==> src/rtl/flash_poll_pkg.sv <==
// Shared encodings for the flash completion poller.
package flash_poll_pkg;

    // Operation kind as presented on op_kind; 2'b11 is treated as chip erase.
    typedef enum logic [1:0] {
        OP_PROG     = 2'b00,
        OP_SECT     = 2'b01,
        OP_CHIP     = 2'b10,
        OP_CHIP_ALT = 2'b11
    } op_kind_e;

    // Detection method as presented on method.
    typedef enum logic {
        DET_TOPBIT = 1'b0,
        DET_TOGGLE = 1'b1
    } det_method_e;

    // Controller states.
    typedef enum logic [1:0] {
        ST_IDLE    = 2'b00,
        ST_POLL    = 2'b01,
        ST_CONFIRM = 2'b10
    } poll_state_e;

endpackage

==> src/rtl/poll_tick_gen.sv <==
// Prescaler producing a one-cycle tick every TICK_DIV cycles while run is high.
// Assumes: clear restarts the phase so the first tick is TICK_DIV cycles after it.
module poll_tick_gen #(
    parameter int TICK_DIV = 50
) (
    input  logic clk,
    input  logic rst_n,
    input  logic clear,
    input  logic run,
    output logic tick
);

    generate
        if (TICK_DIV <= 1) begin : g_passthru
            // Every running cycle is a tick.
            assign tick = run;
        end else begin : g_div
            localparam int PW = $clog2(TICK_DIV);
            localparam logic [PW-1:0] LAST = PW'(TICK_DIV - 1);
            logic [PW-1:0] phase_q;

            // Phase counter, wraps at TICK_DIV-1.
            always_ff @(posedge clk) begin
                if (!rst_n || clear) begin
                    phase_q <= '0;
                end else if (run) begin
                    phase_q <= (phase_q == LAST) ? '0 : phase_q + 1'b1;
                end
            end

            assign tick = run && (phase_q == LAST);

            AST_TICK_GAP: assert property (@(posedge clk) disable iff (!rst_n)
                tick |=> !tick);
        end
    endgenerate

endmodule

==> src/rtl/poll_timer.sv <==
// Per-operation timeout: counts prescaled ticks since clear, saturating,
// and flags expiry when the count reaches the limit for op_kind.
// Assumes: op_kind is stable while run is high.
module poll_timer
    import flash_poll_pkg::*;
#(
    parameter int TICK_DIV   = 50,
    parameter int PROG_TICKS = 20,
    parameter int SECT_TICKS = 10000,
    parameter int CHIP_TICKS = 2000000
) (
    input  logic       clk,
    input  logic       rst_n,
    input  logic       clear,
    input  logic       run,
    input  logic [1:0] op_kind,
    output logic       expired
);

    localparam int MAX_A = (PROG_TICKS > SECT_TICKS) ? PROG_TICKS : SECT_TICKS;
    localparam int MAXL  = (MAX_A > CHIP_TICKS) ? MAX_A : CHIP_TICKS;
    localparam int CW    = $clog2(MAXL + 1);

    logic          tick;
    logic [CW-1:0] cnt_q;
    logic [CW-1:0] limit;

    poll_tick_gen #(.TICK_DIV(TICK_DIV)) tick_i (
        .clk   (clk),
        .rst_n (rst_n),
        .clear (clear),
        .run   (run),
        .tick  (tick)
    );

    // Select the window belonging to the operation kind.
    always_comb begin
        case (op_kind_e'(op_kind))
            OP_PROG: limit = CW'(PROG_TICKS);
            OP_SECT: limit = CW'(SECT_TICKS);
            default: limit = CW'(CHIP_TICKS);
        endcase
    end

    // Saturating tick counter.
    always_ff @(posedge clk) begin
        if (!rst_n || clear) begin
            cnt_q <= '0;
        end else if (tick && (cnt_q != {CW{1'b1}})) begin
            cnt_q <= cnt_q + 1'b1;
        end
    end

    assign expired = (cnt_q >= limit);

    AST_CNT_MONO: assert property (@(posedge clk) disable iff (!rst_n)
        (run && !clear) |=> (cnt_q >= $past(cnt_q)));
    AST_CLEAR_FRESH: assert property (@(posedge clk) disable iff (!rst_n)
        clear |=> (cnt_q == '0));

endmodule

==> src/rtl/poll_judge.sv <==
// Combinational evaluation of one returned status byte: whether it ends
// the polling phase, and whether it equals the expected final byte.
// Assumes: have_prev is 0 for the first read of an operation.
module poll_judge
    import flash_poll_pkg::*;
#(
    parameter int DATA_W  = 8,
    parameter int POLL_BIT = 7,
    parameter int TOG_BIT  = 6
) (
    input  logic              method,
    input  logic              exp_hi,
    input  logic              have_prev,
    input  logic              prev_tog,
    input  logic [DATA_W-1:0] sample,
    input  logic [DATA_W-1:0] final_exp,
    output logic              complete,
    output logic              final_ok
);

    // Completion test depends on the chosen method.
    always_comb begin
        if (det_method_e'(method) == DET_TOGGLE) begin
            complete = have_prev && (sample[TOG_BIT] == prev_tog);
        end else begin
            complete = (sample[POLL_BIT] == exp_hi);
        end
    end

    assign final_ok = (sample == final_exp);

endmodule

==> src/rtl/flash_done_poller.sv <==
// Flash completion poller top: latches an operation on start, issues status
// reads to a fixed address, decides completion by top-bit compare or toggle
// watch, takes one confirming read and reports done, timeout or error.
// Assumes: rd_ack only while rd_req is high; start is a one-cycle pulse.
module flash_done_poller
    import flash_poll_pkg::*;
#(
    parameter int ADDR_W     = 19,
    parameter int SECT_W     = 9,
    parameter int DATA_W     = 8,
    parameter int POLL_BIT   = 7,
    parameter int TOG_BIT    = 6,
    parameter int TICK_DIV   = 50,
    parameter int PROG_TICKS = 20,
    parameter int SECT_TICKS = 10000,
    parameter int CHIP_TICKS = 2000000
) (
    input  logic              clk,
    input  logic              rst_n,
    input  logic              start,
    input  logic [1:0]        op_kind,
    input  logic              method,
    input  logic [ADDR_W-1:0] target_addr,
    input  logic [DATA_W-1:0] wdata,
    output logic              rd_req,
    output logic [ADDR_W-1:0] rd_addr,
    input  logic              rd_ack,
    input  logic [DATA_W-1:0] rd_data,
    output logic              busy,
    output logic              op_done,
    output logic              op_timeout,
    output logic              op_error
);

    localparam int OFS_W = ADDR_W - SECT_W;

    poll_state_e       state_q;
    logic [1:0]        op_q;
    logic              meth_q;
    logic [ADDR_W-1:0] addr_q;
    logic [DATA_W-1:0] final_q;
    logic              prev_tog_q;
    logic              have_prev_q;
    logic              done_q, tmo_q, err_q;

    logic [ADDR_W-1:0] start_addr;
    logic [DATA_W-1:0] start_final;
    logic              accept;
    logic              xfer;
    logic              complete, final_ok;
    logic              tmr_expired;

    assign accept = (state_q == ST_IDLE) && start;
    assign xfer   = rd_req && rd_ack;

    // Poll address and expected final byte for the incoming operation.
    always_comb begin
        case (op_kind_e'(op_kind))
            OP_PROG: begin
                start_addr  = target_addr;
                start_final = wdata;
            end
            OP_SECT: begin
                start_addr  = {target_addr[ADDR_W-1:OFS_W], {OFS_W{1'b0}}};
                start_final = {DATA_W{1'b1}};
            end
            default: begin
                start_addr  = '0;
                start_final = {DATA_W{1'b1}};
            end
        endcase
    end

    poll_timer #(
        .TICK_DIV   (TICK_DIV),
        .PROG_TICKS (PROG_TICKS),
        .SECT_TICKS (SECT_TICKS),
        .CHIP_TICKS (CHIP_TICKS)
    ) timer_i (
        .clk     (clk),
        .rst_n   (rst_n),
        .clear   (accept),
        .run     (busy),
        .op_kind (op_q),
        .expired (tmr_expired)
    );

    poll_judge #(
        .DATA_W   (DATA_W),
        .POLL_BIT (POLL_BIT),
        .TOG_BIT  (TOG_BIT)
    ) judge_i (
        .method    (meth_q),
        .exp_hi    (final_q[POLL_BIT]),
        .have_prev (have_prev_q),
        .prev_tog  (prev_tog_q),
        .sample    (rd_data),
        .final_exp (final_q),
        .complete  (complete),
        .final_ok  (final_ok)
    );

    // Operation context, latched only when accepted from idle.
    always_ff @(posedge clk) begin
        if (!rst_n) begin
            op_q    <= '0;
            meth_q  <= 1'b0;
            addr_q  <= '0;
            final_q <= '0;
        end else if (accept) begin
            op_q    <= op_kind;
            meth_q  <= method;
            addr_q  <= start_addr;
            final_q <= start_final;
        end
    end

    // Toggle reference: bit sampled by the previous completed read.
    always_ff @(posedge clk) begin
        if (!rst_n || accept) begin
            prev_tog_q  <= 1'b0;
            have_prev_q <= 1'b0;
        end else if (xfer && state_q == ST_POLL) begin
            prev_tog_q  <= rd_data[TOG_BIT];
            have_prev_q <= 1'b1;
        end
    end

    // Control sequence and one-cycle outcome pulses.
    always_ff @(posedge clk) begin
        if (!rst_n) begin
            state_q <= ST_IDLE;
            done_q  <= 1'b0;
            tmo_q   <= 1'b0;
            err_q   <= 1'b0;
        end else begin
            done_q <= 1'b0;
            tmo_q  <= 1'b0;
            err_q  <= 1'b0;
            case (state_q)
                ST_IDLE: begin
                    if (start) state_q <= ST_POLL;
                end
                ST_POLL: begin
                    if (xfer) begin
                        if (complete) begin
                            state_q <= ST_CONFIRM;
                        end else if (tmr_expired) begin
                            state_q <= ST_IDLE;
                            tmo_q   <= 1'b1;
                        end
                    end
                end
                ST_CONFIRM: begin
                    if (xfer) begin
                        state_q <= ST_IDLE;
                        done_q  <= final_ok;
                        err_q   <= !final_ok;
                    end
                end
                default: state_q <= ST_IDLE;
            endcase
        end
    end

    assign busy       = (state_q != ST_IDLE);
    assign rd_req     = busy;
    assign rd_addr    = addr_q;
    assign op_done    = done_q;
    assign op_timeout = tmo_q;
    assign op_error   = err_q;

    AST_REQ_HOLD: assert property (@(posedge clk) disable iff (!rst_n)
        (rd_req && !rd_ack) |=> rd_req);
    AST_ADDR_STABLE: assert property (@(posedge clk) disable iff (!rst_n)
        (rd_req && !rd_ack) |=> $stable(rd_addr));
    AST_START_BUSY: assert property (@(posedge clk) disable iff (!rst_n)
        (start && !busy) |=> busy);
    AST_ONE_RESULT: assert property (@(posedge clk) disable iff (!rst_n)
        $countones({op_done, op_timeout, op_error}) <= 1);
    AST_RESULT_PULSE: assert property (@(posedge clk) disable iff (!rst_n)
        (op_done || op_timeout || op_error) |=> !(op_done || op_timeout || op_error));
    AST_RESULT_IDLE: assert property (@(posedge clk) disable iff (!rst_n)
        (op_done || op_timeout || op_error) |-> !busy);
    AST_RESULT_AFTER_READ: assert property (@(posedge clk) disable iff (!rst_n)
        (op_done || op_timeout || op_error) |-> $past(rd_req && rd_ack));
    AST_TIMEOUT_EXPIRED: assert property (@(posedge clk) disable iff (!rst_n)
        op_timeout |-> $past(tmr_expired));

endmodule

==> config.mk <==
export PLATFORM = sky130hd
export DESIGN_NAME = flash_done_poller
export DESIGN_NICKNAME = d
export VERILOG_FILES = /design/src/rtl/flash_poll_pkg.sv /design/src/rtl/poll_tick_gen.sv /design/src/rtl/poll_timer.sv /design/src/rtl/poll_judge.sv /design/src/rtl/flash_done_poller.sv
export SDC_FILE = /design/constraint.sdc
export NUM_CORES = 1
export LEC_CHECK = 0
export CORE_MARGIN = 5
export CORE_UTILIZATION = 55
export DETAILED_ROUTE_END_ITERATION = 6
export PLACE_DENSITY = 0.87
export SKIP_CTS_REPAIR_TIMING = 1
export SYNTH_ARGS = -nofsm -noshare
export SYNTH_HDL_FRONTEND = slang
export SYNTH_HIERARCHICAL = 1
export SYNTH_SLANG_ARGS = --single-unit
==> constraint.sdc <==
create_clock -name clk -period 7.5 [get_ports clk]
set_clock_uncertainty 0.2 [all_clocks]
set_input_delay 0.75 -clock clk [delete_from_list [all_inputs] [get_ports clk]]
set_output_delay 0.75 -clock clk [all_outputs]
set_load 0.005 [all_outputs]
## Yosys cells after proc, flatten, opt, wreduce, memory -nomap -nowiden

Cells that the tools add are included.

- Add/sub/neg operators: 2
- $lt $le $gt $ge: 1
- Equality and inequality tests: 13
- Muxes and demuxes: 12
- Bitwise gates (word level): 3
- Reductions and logical operators: 16

Operators by type and width:

| kind | number |
|---|---|
| 21-bit one-hot mux with 2 select lines | 1 |
| 19-bit one-hot mux with 2 select lines | 1 |
| 21-bit by 1-bit adder with 21-bit output, second input constant | 1 |
| 21-bit >= comparator | 1 |
| 21-bit inequality test, second input constant | 1 |
| 2-bit two-way mux | 5 |
| 8-bit equality test | 1 |
| 8-bit two-way mux | 1 |
| 6-bit by 1-bit adder with 6-bit output, second input constant | 1 |
| 2-bit by 1-bit equality test with 1-bit output, second input constant | 3 |
| 6-bit equality test, second input constant | 1 |
| 1-bit logical AND | 6 |
| 2-bit zero test | 3 |
| 6-bit two-way mux | 1 |
| 2-bit inequality test, second input constant | 3 |
| 2-bit one-hot mux with 3 select lines | 1 |
| 4-bit AND reduction | 1 |
| 4-bit OR reduction | 1 |
| 3-bit by 2-bit inequality test with 1-bit output, second input constant | 1 |
| 1-bit inverter | 3 |
| 3-bit AND reduction | 1 |
| 1-bit equality test | 2 |
| 2-bit equality test, second input constant | 1 |
| 1-bit zero test | 2 |
| 3 further kinds | 4 |

- Register bits: 64
- Bits of input ports: 42
- Output and inout port bits: 24
- Word-level logic and storage cells: 59

## Depth between registers and ports, before layout

- Depth in word-level cells: 7
- Mapped depth: 10
- Depth with buffers taken out: 10

## By module

The synthesis kept the hierarchy.

By module, submodules not included:

| module | instances | cells an instance | area an instance (um2) | sequential area each (um2) |
|---|---|---|---|---|
| flash_done_poller | 1 | 116 | 1326.3 | 740.7 |
| poll_timer | 1 | 152 | 1318.8 | 420.4 |
| poll_tick_gen | 1 | 32 | 300.3 | 120.1 |
| poll_judge | 1 | 15 | 121.4 | 0.0 |

## Least setup slack after synthesis

No wires, ideal clock.

- Path type: reg2reg
- From: register state_q[0]
- To: register timer_i.cnt_q[19]
- Library setup time: 0.128 ns
- Arrival time: 2.076 ns
- Data required time: 7.172 ns
- Setup slack: 5.097 ns
- Stages on the path, launching flop included: 10
- Path buffers: 1
- Clock period less this slack: 2.403 ns
- Cell sequence: dfxtp_1 -> or2_4 -> buf_4 -> nand4b_1 -> nor2_1 -> and3_1 -> nand4_1 -> nor4bb_2 -> xnor2_1 -> nor2_1

- Longest elaborated chain between the ends: 3
- Elaborated cells between the ends (all ways): 6
- Those cells by class: reduce/logical: 6

Ends and longest elaborated chain:

| what | line | source |
|---|---|---|
| start, declared | flash_done_poller.sv:37 | `poll_state_e state_q;` |
| start signal, assigned | flash_done_poller.sv:132 | `state_q <= ST_IDLE;` |
| start signal, assigned | flash_done_poller.sv:142 | `if (start) state_q <= ST_POLL;` |
| start signal, assigned | flash_done_poller.sv:147 | `state_q <= ST_CONFIRM;` |
| 2-bit nonzero test | flash_done_poller.sv:166 | `assign busy = (state_q != ST_IDLE);` |
| named net busy | flash_done_poller.sv:29 | `output logic busy,` |
| 1-bit logical AND | poll_tick_gen.sv:31 | `assign tick = run && (phase_q == LAST);` |
| named net timer_i.tick | poll_timer.sv:24 | `logic tick;` |
| 1-bit logical AND | poll_timer.sv:49 | `end else if (tick && (cnt_q != {CW{1'b1}})) begin` |
| end signal, assigned | poll_timer.sv:50 | `cnt_q <= cnt_q + 1'b1;` |
| end, declared | poll_timer.sv:25 | `logic [CW-1:0] cnt_q;` |

The timed path passes the listed nets, and every way through them passes these cells.
A chain may end at the register's enable or synchronous reset.

## Worst setup path after layout

- From: input port start
- To: register timer_i.cnt_q[7]

- Longest elaborated chain between the ends: 2

Ends and longest elaborated chain:

| what | line | source |
|---|---|---|
| start, declared | flash_done_poller.sv:20 | `input logic start,` |
| 1-bit logical AND | flash_done_poller.sv:53 | `assign accept = (state_q == ST_IDLE) && start;` |
| 1-bit logical OR | poll_timer.sv:47 | `if (!rst_n \|\| clear) begin` |

No other way between the ends.

==> flow_summary.ini <==
[logic_synthesis]
yosysWarnings = 6
yosys.cell_types.count = 61
syn_inst = 315
ys.flop_type = dfxtp_1
synth_edf_count = 0
ys_ff_latch = 64
seq_area_frac_synth_pct = 41.8
syn_area_per_cell_um2 = 9.74
syn_area_um2 = 3070
ys_async_sr_fraction_pct = 0
syn_nets = 368

[clocking]
cts_tree = done
clock_path_buffers = 2
htreeDepth = 3
clockRootBuffer = clkbuf_8
path_clk_slew_ns = 0.07
numCtsBuffers = 9
insertion_delay_ns = 0.34
clock-sinks = 64

[placement]
preCtsSetupSlack_ns = 4.17
numPortBuffers = 65
place_congestion = 0.799
dp_hpwl_mm = 5.16
place_area_um2 = 3740

[timing]
fin_crit_sh_pct = 39.7
setup_ws_ns = 4.52
setup_tns_ns = 0
maxSlewHeadroom_pct = 40.0
slew_viol_final = 0
finalSetupViolCount = 0
finalHoldViolCount = 0
clock.fmax_mhz = 336
tightest_slew_ns = 0.900
fin_hold_ws_ns = 0.281
rsz0062_at_grt = false
min_period_ns = 2.98

[layout]
final_area_um2 = 3990
fillCellCount = 400
antenna_cells = 0
layout_common_cells = 65 x clkdlybuf4s50_1, 64 x dfxtp_1, 43 x nor2_1
area_delta_synth_final_pct = 29.9
final_common_cell = clkdlybuf4s50_1
drive_above_1_share_pct = 10.1
fin_nets = 434

[power]
power.leakage_nw = 1.45
switching_power_w = 0.000189
clkPwrFrac_pct = 44.1
pwr-share-seq_pct = 44.5
comb_power_share_pct = 11.3
peakVddDrop_v = 0.000140
swShare_pct = 23.3
p_per_area_nw_per_um2 = 204
internal_power_w = 0.000622

[min_path]
worst_hold_path_type = reg2reg
holdPathEnd = rd_addr[6]
hold_path_depth = 1
min_from = rd_addr[6]

[die]
fp.dieW_um = 84.7
rows = 27
initial_utilization_pct = 56.0
io_pins = 66
coreArea_um2 = 5470
die_area_um2 = 7170
die_h_um = 84.7

[critical_path]
critPathCaptureType = flop
arrival_ns = 2.97
r2r_start = state_q[0]
crit_fanout = 23
r2r_cells = 8
required_ns = 7.49
start_kind = input pin
r2r_end = timer_i/cnt_q[19]
rrSetupSlack_ns = 4.69
worstSetupPathType = in2reg

[global_routing]
overflow = 0
grt_max_degree = 24
grt_usage_pct = 21.1
grt_pass1_vias = 2498
grt_pass1_wl_mm = 12.3
antenna_found_initial = 0

[detailed_routing]
wirelength_mm = 7.28
viasPerCell = 5.63
drt_first_pass_iters = 4
num_vias = 2577
drc = 0
ant_nets = 0
drtIter0Drc = 149
drt-wirelength-per-cell_um = 15.9

[run_status]
status = complete, no violations

[flow_run]
cap_violations = 0
layer usage:
layer  vias to the layer above  wire [µm]  GRT usage, %
met5                         -          0             0
met4                         0        127          8.20
met3                        14        381          4.91
met2                        63       3600          35.6
met1                      1223       3170          25.9
li1                       1277          -             -
cells by family (layout without fill, tap and decap cells):
family | Yosys count | count (layout) | synth area share [%]
AND/OR/NAND/NOR | 123 | 123 | 24.7
flip-flops | 64 | 64 | 41.8
AO/OA/AOI/OAI | 60 | 60 | 14.6
XOR/XNOR | 29 | 29 | 8.53
buffers and inverters | 21 | 92 | 3.63
adder cells (fa/ha/maj) | 11 | 11 | 4.49
multiplexers | 7 | 7 | 2.28
worst max-delay path, cell delays in order:
cell and delay, ns:
clkdlybuf4s50_1 0.56, nor3b_4 0.79, nand2b_1 0.74, nor3_1 0.13
state kept, by name, summed over array words and instances (netlist names):
signal                        cells
rd_addr                          19
state_q                           2
op_done                           1
final_q                           8
prev_tog_q                        1
timer_i/cnt_q                    21
op_error                          1
op_q                              2
timer_i/tick_i/g_div.phase_q      6
meth_q                            1
have_prev_q                       1
op_timeout                        1
Yosys cell counts (2+ instances only):
library cell | n | share of area [%]
dfxtp_1 | 64 | 42
xor2_1 | 4 | 1.1
ha_1 | 11 | 4.5
nand4_1 | 7 | 1.4
a31oi_1 | 2 | 0.41
buf_2 | 3 | 0.49
a21oi_2 | 2 | 0.57
o211ai_1 | 2 | 0.49
inv_1 | 9 | 1.1
a211oi_1 | 11 | 2.7
nand2b_1 | 3 | 0.61
nand4_2 | 2 | 0.82
and3_1 | 3 | 0.61
nor3_1 | 18 | 2.9
a22o_1 | 19 | 5.4
or3_1 | 3 | 0.61
a21oi_1 | 8 | 1.3
nor4_4 | 3 | 2.1
mux2i_1 | 7 | 2.3
nor2_1 | 43 | 5.3
o21ai_0 | 6 | 0.98
clkbuf_1 | 2 | 0.24
nand2_1 | 13 | 1.6
xnor2_1 | 24 | 6.9
nor4_1 | 2 | 0.41
buf_4 | 3 | 0.73
nand3_1 | 5 | 0.82
nor2b_1 | 2 | 0.41
and4_1 | 2 | 0.57
power groups by stage:
stage / clock, W / combinational, W / sequential (W)
global route: 0.000381 / 0.000100 / 0.000363
CTS: 0.000364 / 0.0000923 / 0.000361
finish: 0.000358 / 0.0000918 / 0.000361
detailed placement: 0 / 0.0000909 / 0.000369
floorplan: 0 / 0.0000518 / 0.000367
global placement: 0 / 0.0000880 / 0.000368
stage by stage:
stage / power [W] / utilization [%] / cells
floorplan: 0.000419 / - / 315
global placement: 0.000456 / 68.4 / 442
detailed placement: 0.000460 / 68.4 / 442
CTS: 0.000817 / 72.8 / 458
global route: 0.000844 / 72.8 / 458
finish: 0.000811 / 72.8 / 458
cell type report:
class / count / area [µm²] / share of cell area, %
Tap cell: 72 / 90.1 / 2.26
Multi-Input combinational cell: 230 / 1670 / 42.0
Inverter: 10 / 37.5 / 0.942
Timing Repair Buffer: 66 / 658 / 16.5
Sequential cell: 64 / 1280 / 32.2
Clock buffer: 9 / 124 / 3.11
Clock inverter: 7 / 120 / 3.01
worst max path at each step:
stage                    start           endpoint  slack [ns]
global placement         start   timer_i/cnt_q[7]        4.23
global route             start  timer_i/cnt_q[17]        4.37
floorplan           state_q[0]  timer_i/cnt_q[19]        5.10
finish                   start   timer_i/cnt_q[7]        4.52
detailed placement       start   timer_i/cnt_q[7]        4.17
CTS                      start   timer_i/cnt_q[7]        4.52
(Power assumes the default switching activity.)
